==> src/rtl/trace_hist_pkg.sv <==
package trace_hist_pkg;
  localparam int ADDR_W = 32;

  typedef enum logic {
    EVT_BRANCH = 1'b0,
    EVT_EXCEPT = 1'b1
  } evt_kind_e;

  typedef enum logic [1:0] {
    OFF_CTRL = 2'd0,
    OFF_STAT = 2'd1,
    OFF_SRC  = 2'd2,
    OFF_DST  = 2'd3
  } reg_off_e;

  typedef struct packed {
    logic [ADDR_W-1:0] src;
    logic [ADDR_W-1:0] dst;
  } trace_pair_t;
endpackage

==> src/rtl/trace_hist_capture.sv <==
module trace_hist_capture
  import trace_hist_pkg::*;
(
  input  logic              en_i,
  input  logic              evt_vld_i,
  input  logic              evt_kind_i,
  input  logic [ADDR_W-1:0] br_src_i,
  input  logic [ADDR_W-1:0] br_dst_i,
  input  logic [ADDR_W-1:0] exc_ret_i,
  input  logic [ADDR_W-1:0] exc_vec_i,
  output logic              cap_o,
  output trace_pair_t       cap_pair_o
);
  assign cap_o = en_i & evt_vld_i;

  // exceptions take the stacked return value as source
  always_comb begin
    if (evt_kind_i == EVT_EXCEPT) begin
      cap_pair_o.src = exc_ret_i;
      cap_pair_o.dst = exc_vec_i;
    end else begin
      cap_pair_o.src = br_src_i;
      cap_pair_o.dst = br_dst_i;
    end
  end
endmodule

==> src/rtl/trace_hist_queue.sv <==
module trace_hist_queue
  import trace_hist_pkg::*;
#(
  parameter  int DEPTH = 4,
  localparam int CW    = $clog2(DEPTH + 1)
) (
  input  logic          clk_i,
  input  logic          rst_ni,
  input  logic          cap_i,
  input  trace_pair_t   cap_pair_i,
  input  logic          pop_i,
  input  logic          clr_i,
  output trace_pair_t   head_o,
  output logic          head_vld_o,
  output logic [CW-1:0] count_o
);
  trace_pair_t      pair_q [DEPTH];
  trace_pair_t      mid_p  [DEPTH];
  trace_pair_t      nxt_p  [DEPTH];
  logic [DEPTH-1:0] vld_q, mid_v, nxt_v;

  // stage 1: push at head, stage 2: pop from the pushed view
  always_comb begin
    mid_p[0] = cap_i ? cap_pair_i : pair_q[0];
    for (int i = 1; i < DEPTH; i++)
      mid_p[i] = cap_i ? pair_q[i-1] : pair_q[i];
    mid_v = cap_i ? {vld_q[DEPTH-2:0], 1'b1} : vld_q;

    for (int i = 0; i < DEPTH - 1; i++)
      nxt_p[i] = pop_i ? mid_p[i+1] : mid_p[i];
    nxt_p[DEPTH-1] = mid_p[DEPTH-1];
    nxt_v = pop_i ? {1'b0, mid_v[DEPTH-1:1]} : mid_v;
    if (clr_i) nxt_v = '0;
  end

  for (genvar g = 0; g < DEPTH; g++) begin : g_slot
    always_ff @(posedge clk_i or negedge rst_ni) begin
      if (!rst_ni) pair_q[g] <= '0;
      else         pair_q[g] <= nxt_p[g];
    end
  end

  always_ff @(posedge clk_i or negedge rst_ni) begin
    if (!rst_ni) vld_q <= '0;
    else         vld_q <= nxt_v;
  end

  assign head_o     = pair_q[0];
  assign head_vld_o = vld_q[0];
  assign count_o    = CW'($countones(vld_q));

  a_r5_valid_packed: assert property (@(posedge clk_i) disable iff (!rst_ni)
    (vld_q & (vld_q + DEPTH'(1))) == '0);
  a_r3_capture_head: assert property (@(posedge clk_i) disable iff (!rst_ni)
    cap_i && !pop_i && !clr_i |=> head_o == $past(cap_pair_i) && head_vld_o);
  a_r7_pop_count: assert property (@(posedge clk_i) disable iff (!rst_ni)
    pop_i && !cap_i && !clr_i && count_o != 0 |=> count_o == $past(count_o) - 1'b1);
  a_r11_cap_pop_full: assert property (@(posedge clk_i) disable iff (!rst_ni)
    pop_i && cap_i && !clr_i && count_o == CW'(DEPTH) |=> count_o == CW'(DEPTH - 1));
  a_r2_idle_stable: assert property (@(posedge clk_i) disable iff (!rst_ni)
    !cap_i && !pop_i && !clr_i |=> $stable(count_o) && $stable(head_o));
endmodule

==> src/rtl/trace_hist_regs.sv <==
module trace_hist_regs
  import trace_hist_pkg::*;
#(
  parameter int CW = 3
) (
  input  logic              clk_i,
  input  logic              rst_ni,
  input  logic              reg_sel_i,
  input  logic              reg_we_i,
  input  logic [1:0]        reg_off_i,
  input  logic [ADDR_W-1:0] reg_wdata_i,
  input  trace_pair_t       head_i,
  input  logic              head_vld_i,
  input  logic [CW-1:0]     count_i,
  output logic              en_o,
  output logic              clr_o,
  output logic              pop_o,
  output logic [ADDR_W-1:0] reg_rdata_o
);
  logic en_q;
  logic ctrl_wr, rd;
  logic unused_wdata;

  assign unused_wdata = ^reg_wdata_i[ADDR_W-1:1];
  assign ctrl_wr = reg_sel_i & reg_we_i & (reg_off_i == OFF_CTRL);
  assign rd      = reg_sel_i & ~reg_we_i;

  always_ff @(posedge clk_i or negedge rst_ni) begin
    if (!rst_ni)      en_q <= 1'b0;
    else if (ctrl_wr) en_q <= reg_wdata_i[0];
  end

  assign en_o  = en_q;
  assign clr_o = ctrl_wr & reg_wdata_i[0] & ~en_q;   // off -> on only
  assign pop_o = rd & (reg_off_i == OFF_DST);

  always_comb begin
    reg_rdata_o = '0;
    if (rd) begin
      unique case (reg_off_i)
        OFF_CTRL: reg_rdata_o = ADDR_W'(en_q);
        OFF_STAT: reg_rdata_o = ADDR_W'(count_i);
        OFF_SRC:  reg_rdata_o = head_vld_i ? head_i.src : '0;
        OFF_DST:  reg_rdata_o = head_vld_i ? head_i.dst : '0;
        default:  reg_rdata_o = '0;
      endcase
    end
  end

  a_r10_enable_rise_clears: assert property (@(posedge clk_i) disable iff (!rst_ni)
    ctrl_wr && reg_wdata_i[0] && !en_o |=> count_i == '0);
  a_r12_ctrl_bit: assert property (@(posedge clk_i) disable iff (!rst_ni)
    ctrl_wr |=> en_o == $past(reg_wdata_i[0]));
  a_r12_ctrl_hold: assert property (@(posedge clk_i) disable iff (!rst_ni)
    !ctrl_wr |=> $stable(en_o));
  a_r8_empty_read_zero: assert property (@(posedge clk_i) disable iff (!rst_ni)
    rd && count_i == '0 && reg_off_i[1] |-> reg_rdata_o == '0);
endmodule

==> src/rtl/trace_hist_top.sv <==
module trace_hist_top
  import trace_hist_pkg::*;
#(
  parameter  int DEPTH = 4,
  localparam int CW    = $clog2(DEPTH + 1)
) (
  input  logic        clk_i,
  input  logic        rst_ni,
  input  logic        evt_vld_i,
  input  logic        evt_kind_i,
  input  logic [31:0] br_src_i,
  input  logic [31:0] br_dst_i,
  input  logic [31:0] exc_ret_i,
  input  logic [31:0] exc_vec_i,
  input  logic        reg_sel_i,
  input  logic        reg_we_i,
  input  logic [1:0]  reg_off_i,
  input  logic [31:0] reg_wdata_i,
  output logic [31:0] reg_rdata_o
);
  logic          en, cap, pop, clr, head_vld;
  trace_pair_t   cap_pair, head;
  logic [CW-1:0] count;

  trace_hist_capture u_cap (
    .en_i       (en),
    .evt_vld_i  (evt_vld_i),
    .evt_kind_i (evt_kind_i),
    .br_src_i   (br_src_i),
    .br_dst_i   (br_dst_i),
    .exc_ret_i  (exc_ret_i),
    .exc_vec_i  (exc_vec_i),
    .cap_o      (cap),
    .cap_pair_o (cap_pair)
  );

  trace_hist_queue #(.DEPTH(DEPTH)) u_queue (
    .clk_i      (clk_i),
    .rst_ni     (rst_ni),
    .cap_i      (cap),
    .cap_pair_i (cap_pair),
    .pop_i      (pop),
    .clr_i      (clr),
    .head_o     (head),
    .head_vld_o (head_vld),
    .count_o    (count)
  );

  trace_hist_regs #(.CW(CW)) u_regs (
    .clk_i       (clk_i),
    .rst_ni      (rst_ni),
    .reg_sel_i   (reg_sel_i),
    .reg_we_i    (reg_we_i),
    .reg_off_i   (reg_off_i),
    .reg_wdata_i (reg_wdata_i),
    .head_i      (head),
    .head_vld_i  (head_vld),
    .count_i     (count),
    .en_o        (en),
    .clr_o       (clr),
    .pop_o       (pop),
    .reg_rdata_o (reg_rdata_o)
  );

  a_r2_off_no_capture: assert property (@(posedge clk_i) disable iff (!rst_ni)
    !en && !pop && !clr |=> $stable(count));
  a_r6_src_read_keeps: assert property (@(posedge clk_i) disable iff (!rst_ni)
    reg_sel_i && !reg_we_i && reg_off_i == OFF_SRC && !evt_vld_i && !clr
    |=> $stable(count) && $stable(head));
endmodule

==> config.mk <==
export PLATFORM = sky130hd
export DESIGN_NAME = trace_hist_top
export DESIGN_NICKNAME = d
export VERILOG_FILES = /design/src/rtl/trace_hist_pkg.sv /design/src/rtl/trace_hist_capture.sv /design/src/rtl/trace_hist_queue.sv /design/src/rtl/trace_hist_regs.sv /design/src/rtl/trace_hist_top.sv
export SDC_FILE = /design/constraint.sdc
export NUM_CORES = 1
export LEC_CHECK = 0
export ABC_AREA = 1
export BUFFER_PORTS_ARGS = -buffer_cell sky130_fd_sc_hd__buf_2
export CORE_ASPECT_RATIO = 1.2
export CORE_UTILIZATION = 45
export CTS_CLUSTER_SIZE = 12
export DETAILED_ROUTE_END_ITERATION = 8
export HOLD_SLACK_MARGIN = 0.03
export PLACE_DENSITY = 0.77
export SLEW_MARGIN = 15
export SYNTH_ARGS = -nofsm -noshare
export SYNTH_HDL_FRONTEND = slang
export SYNTH_HIERARCHICAL = 1
export SYNTH_SLANG_ARGS = --single-unit
==> constraint.sdc <==
create_clock -name clk_i -period 2.6 [get_ports clk_i]
set_input_delay 0.52 -clock clk_i [delete_from_list [all_inputs] [get_ports clk_i]]
set_output_delay 0.52 -clock clk_i [all_outputs]
set_load 0.005 [all_outputs]
==> metrics.txt <==
status=finished, violations left; violated checks=design-rule violations; Rel. slew slack=a little under two fifths; Worst IR Drop VDD=about 0.45 mV; Die ar.=32940 µm²; CP Launch Type=flip-flop; Via-to-Cell Ratio=between 4 and 5; clk sinks=~260; MaxCap Viol Count=0; HP Class=in -> reg; crit-path max cell delay=~0.43 ns; Syn Nets=between 2k and 2.5k; largest net degree at the start of global routing=about 150; critical path's slowest cell=fa_2; synthesized area per cell=between 6 and 7 µm²; PortBufs=between 150 and 200; DRT antenna net count=0; Synth Instances=roughly 2.1k; area of the multi-input gates=between 6000 and 7000 µm²; R2R Setup Slk=0.76 ns; register area share after synthesis=~45%; Die Y=198.6 µm; CTS root buffer=clkbuf_16; CP cell instances=ha_4 -> fa_2 -> o21ai_2 -> nand3_1 -> nand2_1 -> inv_1 -> buf_2; HP Start=reg_wdata_i[0]; commonest cells in the netlist=nand2_1, dfrtp_1, buf_4; final setup vio count=0; n_diodes=0; WL/cell=13.72 µm; CTS buffer count=27; hpwl dp=23.25 mm; vias in the first global route=between 10k and 15k; worst setup margin=between 0.015 and 0.02 ns; core area=31540 µm²; Synth-to-Final Area Change=8.682%; # IOs=200; Reg2Reg Depth=7; Util after Layout=between 40% and 50%; initial cell density of the core=between 40 and 50%; post-synth cell types=24; initial antenna violation count=0; Longest Clk Path Bufs=3; Ys Warns=6; Critical Path RT=approximately 2.1 ns; ranking of synthesized cells by area=dfrtp_1, nand2_1, buf_4, nand3_1, buf_2; Rows=71; CTS tree=built; Residual DRC=12; final WL=35.74 mm; CTS H-tree depth=1; crit path time final=between 2 and 3 ns; top cell type's share of synthesized area=45.05%; register bit total from synthesis=roughly 260; drt first-iter violations=about 1.2k; first-pass GRT wire length=around 58 mm; hold path depth=3; max-slew violations=0; total track usage=between 20 and 25%; CP Capture Type=primary output; worst-margin pin slew=about 0.94 ns; DP Area=between 10000 and 15000 µm²; Max Fclk=387.1 MHz; Die X=between 150 and 200 µm; crit path launch=u_queue/vld_q[2]$_DFF_PN0_; clk_lat worst skew=0.52 ns; RSZ-0062 raised after global routing=true; Power Density=919.4 nW/µm²; Crit Path Class=reg -> out; Pre-Repair DR Iteration Count=7; Overall Power=14.49 mW; most frequent cell after synthesis=nand2_1; P_leak=about 9.4 nW; CP max FO=2; grt ovf=0; Syn Std Cell Area=14500 µm²; share of cells above drive strength 1=between 10% and 20%; GPL Wtd Cong=0.8451; clk_skew=~0.0062 ns; Post-synth EDFFs=0; Via Count=12.62k; # fillers=3054; Place WS=around 0.34 ns; crit share post-route=just under 100%; nets=roughly 2.4k; async set-reset flop share out of synthesis=between 90% and 100%; Reg clk slew, reported paths=0.06 ns; CP arrival=2.06 ns; design area=around 16000 µm²; final hold vios=0; Hold Path End=u_regs/en_o$_DFFE_PN0P_; leading area contributor after synthesis=dfrtp_1; worst r2r src=u_regs/en_o$_DFFE_PN0P_; Post-synth top flop=dfrtp_1; r2r endpoint=u_queue/pair_q[71]$_DFF_PN0_; register area=roughly 6500 µm²
layout by cell type, fill, tap and decap left out:
cell           synthesis  layout
nand2_1             1505    1505
dfrtp_1              261     261
buf_2                 61     167
inv_1                 73      72
nand3_1               68      67
clkbuf_16              0      27
a21oi_2               20      20
buf_4                 83      14
buf_12                 0      13
clkbuf_1              10      10
a21oi_1               10      10
nor2_1                10       9
clkinv_2               1       4
clkbuf_8               6       4
nor2_4                 2       4
inv_2                  4       3
ha_4                   0       2
dlygate4sd3_1          0       1
buf_8                  1       1
clkinv_4               0       1
inv_4                  1       1
inv_6                  0       1
fa_2                   0       1
nand2_4                1       1
nor2_2                 2       1
nand3_2                0       1
o21ai_2                0       1
nand4_1                1       1
state kept, by name, summed over array words and instances, names as in the netlist:
name	flops
u_queue/head_o	64
u_queue/pair_q	192
u_queue/vld_q	4
u_regs/en_o	1
how the worst max path moves through the flow:
stage,endpoint,slack (ns),cells past startpoint
5_1_grt,reg_rdata_o[0],-0.08,7
3_3_place_gp,reg_rdata_o[25],0.37,7
4_1_cts,reg_rdata_o[0],-0.01,7
6_report,reg_rdata_o[0],0.02,7
3_5_place_dp,reg_rdata_o[23],0.34,7
2_1_floorplan,reg_rdata_o[1],0.63,5
timing repair:
item,in CTS,in global routing
hold buffers,1,0
buffers inserted,1,0
hold endpoints to repair,66,0
gates resized for setup,3,3
pin swaps,3,2
setup endpoints to repair,3,2
report_power, final:
part / switching (mW) / leakage, nW / internal (mW)
logic: 2.56 / 5.55 / 1.50
clock network: 1.49 / 0.385 / 2.01
registers: 1.12 / 3.44 / 5.81
total: 5.17 / 9.38 / 9.32
per-stage QoR:
stage / hold slack [ns] / TNS, ns / std cells
floorplan: 0.2244 / 0 / 2148
global placement: 0.4487 / 0 / 2558
detailed placement: 0.4550 / 0 / 2558
CTS: 0.2620 / -0.01171 / 2604
global route: 0.2973 / -0.1232 / 2604
finish: 0.2805 / 0 / 2604
worst max-delay path, delay by kind of cell (launching register included):
kind | cells | cell delay (ns)
AOI/OAI and AO/OA | 1 | 0.12
adders and majority gates | 2 | 0.72
buffers and inverters | 2 | 0.14
DFF | 1 | 0.41
and+or+nand+nor | 2 | 0.16
metal layers:
layer	vias to the layer above	GRT usage, %	part of all wire, %
met3	56	2.029	4.0
met4	0	7.927	3.2
met1	5869	28.28	43
met5	-	0	0
met2	285	38.37	50
li1	6405	-	-
cells by family (layout without fill, tap and decap cells):
logic type / after synthesis / count (layout) / share of synthesized area (%)
AO/OA/AOI/OAI: 31 / 31 / 1.588
adder cells (fa/ha/maj): 3 / 3 / 0.3107
buffers and inverters: 264 / 319 / 11.12
flip-flops: 261 / 261 / 45.05
AND/OR/NAND/NOR: 1589 / 1589 / 41.93
layout make-up:
type | count | share of cell area, %
Sequential cell | 261 | 41.45
Timing Repair Buffer | 196 | 7.782
Inverter | 79 | 1.969
Multi-Input combinational cell | 1623 | 40.64
Clock buffer | 41 | 4.876
Clock inverter | 3 | 0.09529
Tap cell | 401 | 3.184
Note: power is estimated with default switching activity, not from simulation.
